## config.mk

```make
export PLATFORM = sky130hd
export DESIGN_NAME = slink_byte_bridge
export DESIGN_NICKNAME = d
export VERILOG_FILES = /design/src/rtl/slink_pkg.sv /design/src/rtl/slink_tick_gen.sv /design/src/rtl/slink_tx.sv /design/src/rtl/slink_rx.sv /design/src/rtl/slink_byte_bridge.sv
export SDC_FILE = /design/constraint.sdc
export NUM_CORES = 1
export LEC_CHECK = 0
export BUFFER_PORTS_ARGS = -buffer_cell sky130_fd_sc_hd__buf_4
export CORE_MARGIN = 8
export CORE_UTILIZATION = 30
export CTS_BUF_LIST = sky130_fd_sc_hd__clkbuf_4
export CTS_CLUSTER_DIAMETER = 200
export DETAILED_ROUTE_END_ITERATION = 10
export PLACE_DENSITY = 0.53
export SETUP_SLACK_MARGIN = 0.4
export SLEW_MARGIN = 10
export SYNTH_ARGS = -nofsm -noshare
export SYNTH_HDL_FRONTEND = slang
export SYNTH_SLANG_ARGS = --single-unit
```

## constraint.sdc

```tcl
create_clock -name clk -period 2.1 [get_ports clk]
set_clock_uncertainty 0.2 [all_clocks]
set_input_delay 0.105 -clock clk [delete_from_list [all_inputs] [get_ports clk]]
set_output_delay 0.105 -clock clk [all_outputs]
set_load 0.1 [all_outputs]
```

## src/rtl/slink_pkg.sv

```systemverilog
package slink_pkg;
   // receiver oversampling factor (fixed by the sample-phase logic)
   localparam int unsigned OVS = 4;

   typedef enum logic [1:0] {
      IN_IDLE,   // waiting for the device to offer a byte
      IN_SEND,   // byte latched, waiting for a frame slot
      IN_WAIT,   // frame sent, waiting for the remote acknowledge
      IN_DONE    // acknowledge shown to the device
   } in_state_e;

   typedef enum logic {
      RX_IDLE,
      RX_BUSY
   } rx_state_e;
endpackage

```

## src/rtl/slink_tick_gen.sv

```systemverilog
module slink_tick_gen #(
   parameter int unsigned FAST_DIV = 1
) (
   input  logic clk,
   input  logic rst,
   input  logic fast,
   output logic smp_tick,
   output logic bit_tick
);
   logic [1:0] sub_q;

   generate
      if (FAST_DIV == 1) begin : g_unit
         logic half_q;
         always_ff @(posedge clk) begin
            if (rst) half_q <= 1'b0;
            else     half_q <= ~half_q;
         end
         assign smp_tick = fast | half_q;
      end else begin : g_count
         localparam int unsigned SLOW_DIV = 2 * FAST_DIV;
         localparam int unsigned CW       = $clog2(SLOW_DIV);
         logic [CW-1:0] cnt_q;
         logic [CW-1:0] lim;
         assign lim      = fast ? CW'(FAST_DIV - 1) : CW'(SLOW_DIV - 1);
         assign smp_tick = (cnt_q >= lim);
         always_ff @(posedge clk) begin
            if (rst)           cnt_q <= '0;
            else if (smp_tick) cnt_q <= '0;
            else               cnt_q <= cnt_q + 1'b1;
         end
      end
   endgenerate

   always_ff @(posedge clk) begin
      if (rst)           sub_q <= '0;
      else if (smp_tick) sub_q <= sub_q + 1'b1;
   end

   assign bit_tick = smp_tick && (sub_q == 2'd3);
endmodule

```

## src/rtl/slink_tx.sv

```systemverilog
module slink_tx #(
   parameter int unsigned DW = 8
) (
   input  logic          clk,
   input  logic          rst,
   input  logic          bit_tick,
   input  logic          ack_req,
   input  logic          data_req,
   input  logic [DW-1:0] data,
   output logic          ack_take,
   output logic          data_take,
   output logic          line
);
   localparam int unsigned FW = DW + 3;
   localparam int unsigned RW = $clog2(FW + 1);

   logic [FW-1:0] sreg_q;
   logic [RW-1:0] rem_q;
   logic          line_q;
   logic          slot_free;
   logic [FW-1:0] data_frame;

   // bit 0 leaves first: two start ones, data LSB first, zero stop
   assign data_frame = {1'b0, data, 2'b11};
   assign slot_free  = (rem_q == '0);
   assign ack_take   = bit_tick && slot_free && ack_req;
   assign data_take  = bit_tick && slot_free && !ack_req && data_req;
   assign line       = line_q;

   always_ff @(posedge clk) begin
      if (rst) begin
         sreg_q <= '0;
         rem_q  <= '0;
         line_q <= 1'b0;
      end else if (bit_tick) begin
         if (!slot_free) begin
            line_q <= sreg_q[0];
            sreg_q <= sreg_q >> 1;
            rem_q  <= rem_q - 1'b1;
         end else if (ack_req) begin
            line_q <= 1'b1;
            sreg_q <= '0;
            rem_q  <= RW'(1);
         end else if (data_req) begin
            line_q <= 1'b1;
            sreg_q <= data_frame >> 1;
            rem_q  <= RW'(FW - 1);
         end else begin
            line_q <= 1'b0;
         end
      end
   end
endmodule

```

## src/rtl/slink_rx.sv

```systemverilog
module slink_rx
   import slink_pkg::*;
#(
   parameter int unsigned DW = 8
) (
   input  logic          clk,
   input  logic          rst,
   input  logic          smp_tick,
   input  logic          line_in,
   output logic          byte_stb,
   output logic [DW-1:0] byte_out,
   output logic          ack_stb
);
   localparam int unsigned FW = DW + 3;
   localparam int unsigned RW = $clog2(FW + 1);
   localparam logic [RW-1:0] LAST_IDX = RW'(FW - 1);
   // centre of a bit is reached when the phase moves from 1 to 2
   localparam logic [1:0] MID_PH = 2'(OVS / 2 - 1);

   logic [1:0]    sync_q;
   rx_state_e     st_q;
   logic [1:0]    ph_q;
   logic [RW-1:0] idx_q;
   logic [DW-1:0] shf_q;
   logic          cur;

   assign cur = sync_q[1];

   always_ff @(posedge clk) begin
      if (rst) sync_q <= '0;
      else     sync_q <= {sync_q[0], line_in};
   end

   always_ff @(posedge clk) begin
      if (rst) begin
         st_q     <= RX_IDLE;
         ph_q     <= '0;
         idx_q    <= '0;
         shf_q    <= '0;
         byte_out <= '0;
         byte_stb <= 1'b0;
         ack_stb  <= 1'b0;
      end else begin
         byte_stb <= 1'b0;
         ack_stb  <= 1'b0;
         if (smp_tick) begin
            case (st_q)
               RX_IDLE: begin
                  if (cur) begin
                     st_q  <= RX_BUSY;
                     ph_q  <= '0;
                     idx_q <= '0;
                  end
               end
               default: begin
                  ph_q <= ph_q + 1'b1;
                  if (ph_q == MID_PH) begin
                     idx_q <= idx_q + 1'b1;
                     if (idx_q == '0) begin
                        if (!cur) st_q <= RX_IDLE;
                     end else if (idx_q == RW'(1)) begin
                        if (!cur) begin
                           ack_stb <= 1'b1;
                           st_q    <= RX_IDLE;
                        end
                     end else if (idx_q == LAST_IDX) begin
                        if (!cur) begin
                           byte_stb <= 1'b1;
                           byte_out <= shf_q;
                        end
                        st_q <= RX_IDLE;
                     end else begin
                        shf_q <= {cur, shf_q[DW-1:1]};
                     end
                  end
               end
            endcase
         end
      end
   end
endmodule

```

## src/rtl/slink_byte_bridge.sv

```systemverilog
module slink_byte_bridge
   import slink_pkg::*;
#(
   parameter int unsigned DATA_W        = 8,
   parameter int unsigned FAST_BIT_CLKS = 4
) (
   input  logic              clk,
   input  logic              rst,
   input  logic              link_fast,
   input  logic [DATA_W-1:0] in_byte,
   input  logic              in_valid,
   output logic              in_ack,
   output logic [DATA_W-1:0] out_byte,
   output logic              out_valid,
   input  logic              out_ack,
   input  logic              link_rx,
   output logic              link_tx
);
   localparam int unsigned SMP_DIV = FAST_BIT_CLKS / OVS;

   generate
      if (DATA_W < 1) begin : g_bad_width
         $error("DATA_W must be at least 1");
      end
      if ((FAST_BIT_CLKS < OVS) || (FAST_BIT_CLKS % OVS != 0)) begin : g_bad_rate
         $error("FAST_BIT_CLKS must be a nonzero multiple of the oversampling factor");
      end
   endgenerate

   logic              smp_tick, bit_tick;
   logic              tx_ack_take, tx_data_take;
   logic              rx_byte_stb, rx_ack_stb;
   logic [DATA_W-1:0] rx_byte;
   in_state_e         in_st_q;
   logic [DATA_W-1:0] in_hold_q;
   logic              ack_pend_q;
   logic              out_valid_q;
   logic [DATA_W-1:0] out_byte_q;

   slink_tick_gen #(.FAST_DIV(SMP_DIV)) i_ticks (
      .clk(clk), .rst(rst), .fast(link_fast),
      .smp_tick(smp_tick), .bit_tick(bit_tick)
   );

   slink_tx #(.DW(DATA_W)) i_tx (
      .clk(clk), .rst(rst), .bit_tick(bit_tick),
      .ack_req(ack_pend_q), .data_req(in_st_q == IN_SEND), .data(in_hold_q),
      .ack_take(tx_ack_take), .data_take(tx_data_take), .line(link_tx)
   );

   slink_rx #(.DW(DATA_W)) i_rx (
      .clk(clk), .rst(rst), .smp_tick(smp_tick), .line_in(link_rx),
      .byte_stb(rx_byte_stb), .byte_out(rx_byte), .ack_stb(rx_ack_stb)
   );

   // input port: acknowledge only after the remote end confirms
   always_ff @(posedge clk) begin
      if (rst) begin
         in_st_q   <= IN_IDLE;
         in_hold_q <= '0;
      end else begin
         case (in_st_q)
            IN_IDLE: if (in_valid) begin
               in_hold_q <= in_byte;
               in_st_q   <= IN_SEND;
            end
            IN_SEND: if (tx_data_take) in_st_q <= IN_WAIT;
            IN_WAIT: if (rx_ack_stb)   in_st_q <= IN_DONE;
            default: if (!in_valid)    in_st_q <= IN_IDLE;
         endcase
      end
   end
   assign in_ack = (in_st_q == IN_DONE);

   // output port: register freed by the device releases the link acknowledge
   always_ff @(posedge clk) begin
      if (rst) begin
         out_valid_q <= 1'b0;
         out_byte_q  <= '0;
         ack_pend_q  <= 1'b0;
      end else begin
         if (tx_ack_take) ack_pend_q <= 1'b0;
         if (rx_byte_stb) begin
            out_valid_q <= 1'b1;
            out_byte_q  <= rx_byte;
         end else if (out_valid_q && out_ack) begin
            out_valid_q <= 1'b0;
            ack_pend_q  <= 1'b1;
         end
      end
   end
   assign out_valid = out_valid_q;
   assign out_byte  = out_byte_q;
endmodule

```

==> run_results.csv <==
group,metric,value,unit
sta,setup_viol,0,
placement,place_ws,0.153,ns
cells_and_area,regArea,0.00130,mm^2
clock_tree,clk_pin_slew,0.12,ns
detailed_routing,drt_first_iter_violations,84,
global_route,globalRouteOverflowTotal,0,
detailed_routing,vias,2287,
sta,finalCritPeriodShare,88.3,%
synthesis,synthTopCellsByArea,"dfxtp_1 (46%), mux2i_1 (10%), nor2_1 (6.4%)",
global_route,grt_usage,10.7,%
pwr,p_switching,0.000790,W
placement,gp_congestion,0.794,
sta,clock.fmax,0.539,GHz
cells_and_area,layout.cells.non_filler,482,
synthesis,synth_seq_cells,64,
sta,grt_setup_unrepaired,"yes",
synthesis,synth_top_area_cell,"dfxtp_1",
floorplanning,die_y,112,um
sta,fin_ws,0.245,ns
critical_path,crit_chain,"inv_4, ha_4, nor4b_4, buf_4, buf_4, or3_1, a21oi_1, nor3_1",
pwr,pwr-share-seq,52.3,%
clock_tree,clockBufferDepth,2,
synthesis,syn_nets,331,
global_route,antenna_found_initial,0,
sta,timing.final.crit_period,1.85,ns
clock_tree,cts-buffers-inserted,9,
critical_path,r2r_slack,0.25,ns
placement,place_area,0.00311,mm^2
cells_and_area,area_delta_synth_final,35.1,%
synthesis,synth-xor-area-share,0.946,%
pwr,p_per_area,671,mW/mm^2
synthesis,synth_cell_types,41,
global_route,grt_pass1_vias,2223,
synthesis,synth_compound_area_share,12.0,%
critical_path,cp.required,2.19,ns
placement,dp.cells,428,
job,maxCapViolations,0,
synthesis,synth_top_area_share,46.1,%
synthesis,ys.flop_type,"dfxtp_1",
critical_path,critPathTopFamily,"simple AND/OR/NAND/NOR gates",
pwr,vdd.ir_drop.worst,0.281,mV
critical_path,cp_max_fo,4,
pwr,combPwrFrac,18.9,%
detailed_routing,drc,0,
synthesis,synth_top_family_by_area,"simple AND/OR/NAND/NOR gates",
critical_path,critPathLaunchType,"flop",
detailed_routing,wl_per_cell,13.6,um
detailed_routing,routed_wl,6.53,mm
pwr,finalPower,0.00252,W
floorplanning,start_util,30.5,%
synthesis,yosys_warnings,0,
pwr,p_int,0.00173,W
sta,worstMarginPinSlew,0.570,ns
floorplanning,rows,35,
synthesis,synthMuxAreaShare,10.5,%
detailed_routing,drtAntennaViolNets,0,
pwr,clkPwrFrac,28.8,%
sta,relSlewSlack,62.0,%
floorplanning,core,0.00911,mm^2
sta,drv_slew,0,
sta,finalHoldViolCount,0,
detailed_routing,viasPerCell,4.74,
critical_path,critPathArrivalTime,1.94,ns
synthesis,synthAdderAreaFrac,5.86,%
critical_path,crit_type,"flop to flop",
synthesis,syn_inst,304,
pwr,p_leak,1.57,nW
synthesis,async_flop_share,0,%
cells_and_area,fillers,904,
placement,dpl.hpwl,3.85,mm
clock_tree,cts_tree,"yes",
synthesis,yosysSeqAreaShare,46.1,%
cells_and_area,multi_input_area,0.00154,mm^2
clock_tree,cts_max_level,3,
cells_and_area,final_nets,393,
cells_and_area,n_antenna_cell,0,
detailed_routing,dr.pass1.iters,4,
global_route,grt_max_degree,32,
clock_tree,clkLatencyLatePin,0.41,ns
clock_tree,cts.sinks,64,
synthesis,syn-cell-area,0.00278,mm^2
critical_path,critPathMaxStageDelay,0.38,ns
synthesis,synth-edff-count,0,
cells_and_area,final_layout_size_suffix_gt1_share,30.2,%
placement,port_buffers,24,
floorplanning,die_w,112,um
status,status,"finished clean",
min_path,hold_class,"flop to flop",
critical_path,cpMaxStageDelayCell,"dfxtp_4",
pwr,p_sw_share,31.4,%
synthesis,yosysMostFrequentCell,"dfxtp_1",
synthesis,synth_commonest_cells,"dfxtp_1 (64), nor2_1 (47), a21oi_1 (29), mux2i_1 (28), nand2_1 (20)",
cells_and_area,stdcell_area,0.00375,mm^2
floorplanning,die_area,0.0126,mm^2
synthesis,avgSynthCellArea,9.13,um^2
floorplanning,ioPinCount,25,
critical_path,cp_common_cell,"buf_4",
clock_tree,cts_root_buf,"clkbuf_4",
global_route,grt_pass1_wl,10.9,mm
synthesis,synth-simple-area-share,19.4,%
critical_path,worstSetupEndpointType,"flop",
sta,setup-tns-final,0,ns
critical_path,path_buf_inv,3,
==> per-stage QoR <==
stage	utilization (%)	hold slack [ns]
after floorplan	-	0.0332
after global placement	34.2	0.118
after detailed placement	34.2	0.124
after CTS	39.8	0.261
after global routing	41.2	0.266
final	41.2	0.255
==> cells by family (layout without fill, tap and decap cells) <==
family	count (synthesis)	after routing
compound gates	54	54
xor+xnor	3	3
fa+ha+maj	13	13
buf+inv	32	98
flops	64	64
mux	29	29
simple gates	109	110
==> area by class of cell <==
type,instances,area share (%)
multi-input combinational,209,41.0
sequential,64,34.6
timing repair buffer,69,16.1
tap,111,3.70
clock buffer,9,1.80
inverter,13,1.50
clock inverter,7,1.27
==> sequential cells by signal, indices dropped and copies added, names as in the netlist, 2 cells and up <==
register,count
i_rx.ph_q,2
i_rx.sync_q,2
out_byte,8
in_hold_q,8
i_tx.sreg_q,9
i_rx.shf_q,8
i_rx.idx_q,4
in_st_q,2
i_tx.rem_q,4
i_rx.byte_out,8
i_ticks.sub_q,2
==> layer usage <==
metal,track usage [%],routed length [um],vias to the layer above
met1,12.6,3030,1078
met4,4.05,71,0
met3,3.54,208,8
met2,17.5,3230,33
met5,0,0,-
li1,-,-,1168
==> power groups by stage <==
stage	Sequential, W	Clock (W)	Combinational, W
floorplan	0.00133	0	0.000320
global placement	0.00135	0	0.000406
detailed placement	0.00135	0	0.000416
CTS	0.00132	0.000756	0.000463
global route	0.00132	0.000811	0.000532
finish	0.00132	0.000726	0.000475
==> timing repair <==
action	in CTS	in global routing
setup endpoints to repair	33	41
hold endpoints to repair	42	0
resized for setup	28	13
buffers inserted	13	7
gates cloned	2	1
hold buffers	15	0
pin swaps	8	12
==> layout by cell type, fill, tap and decap left out, drive strengths merged, types with 2 or more instances in the layout <==
cell type and count:
nand4 2, dfxtp 64, dlygate4sd3 14, o21ai 7, or3 2, nor4b 2, inv 14, nor2b 2
a21oi 29, nand2 20, xnor2 2, o21a 2, o211ai 2, buf 55, nand3 10, a211oi 10
mux2i 28, nor2 47, nor3 7, nand2b 3, ha 13, clkbuf 9, clkinv 5, or4 3
nor3b 8
==> final timing paths <==
path	startpoint	to	cells past startpoint
setup / recovery	i_tx.rem_q[0]	i_tx.rem_q[3]	8
hold / removal	i_rx.sync_q[0]	i_rx.sync_q[1]	1
setup reg to reg	i_tx.rem_q[0]	i_tx.rem_q[3]	8
hold reg to reg	i_rx.sync_q[0]	i_rx.sync_q[1]	1
No activity file was read; power rests on OpenSTA's default activity.
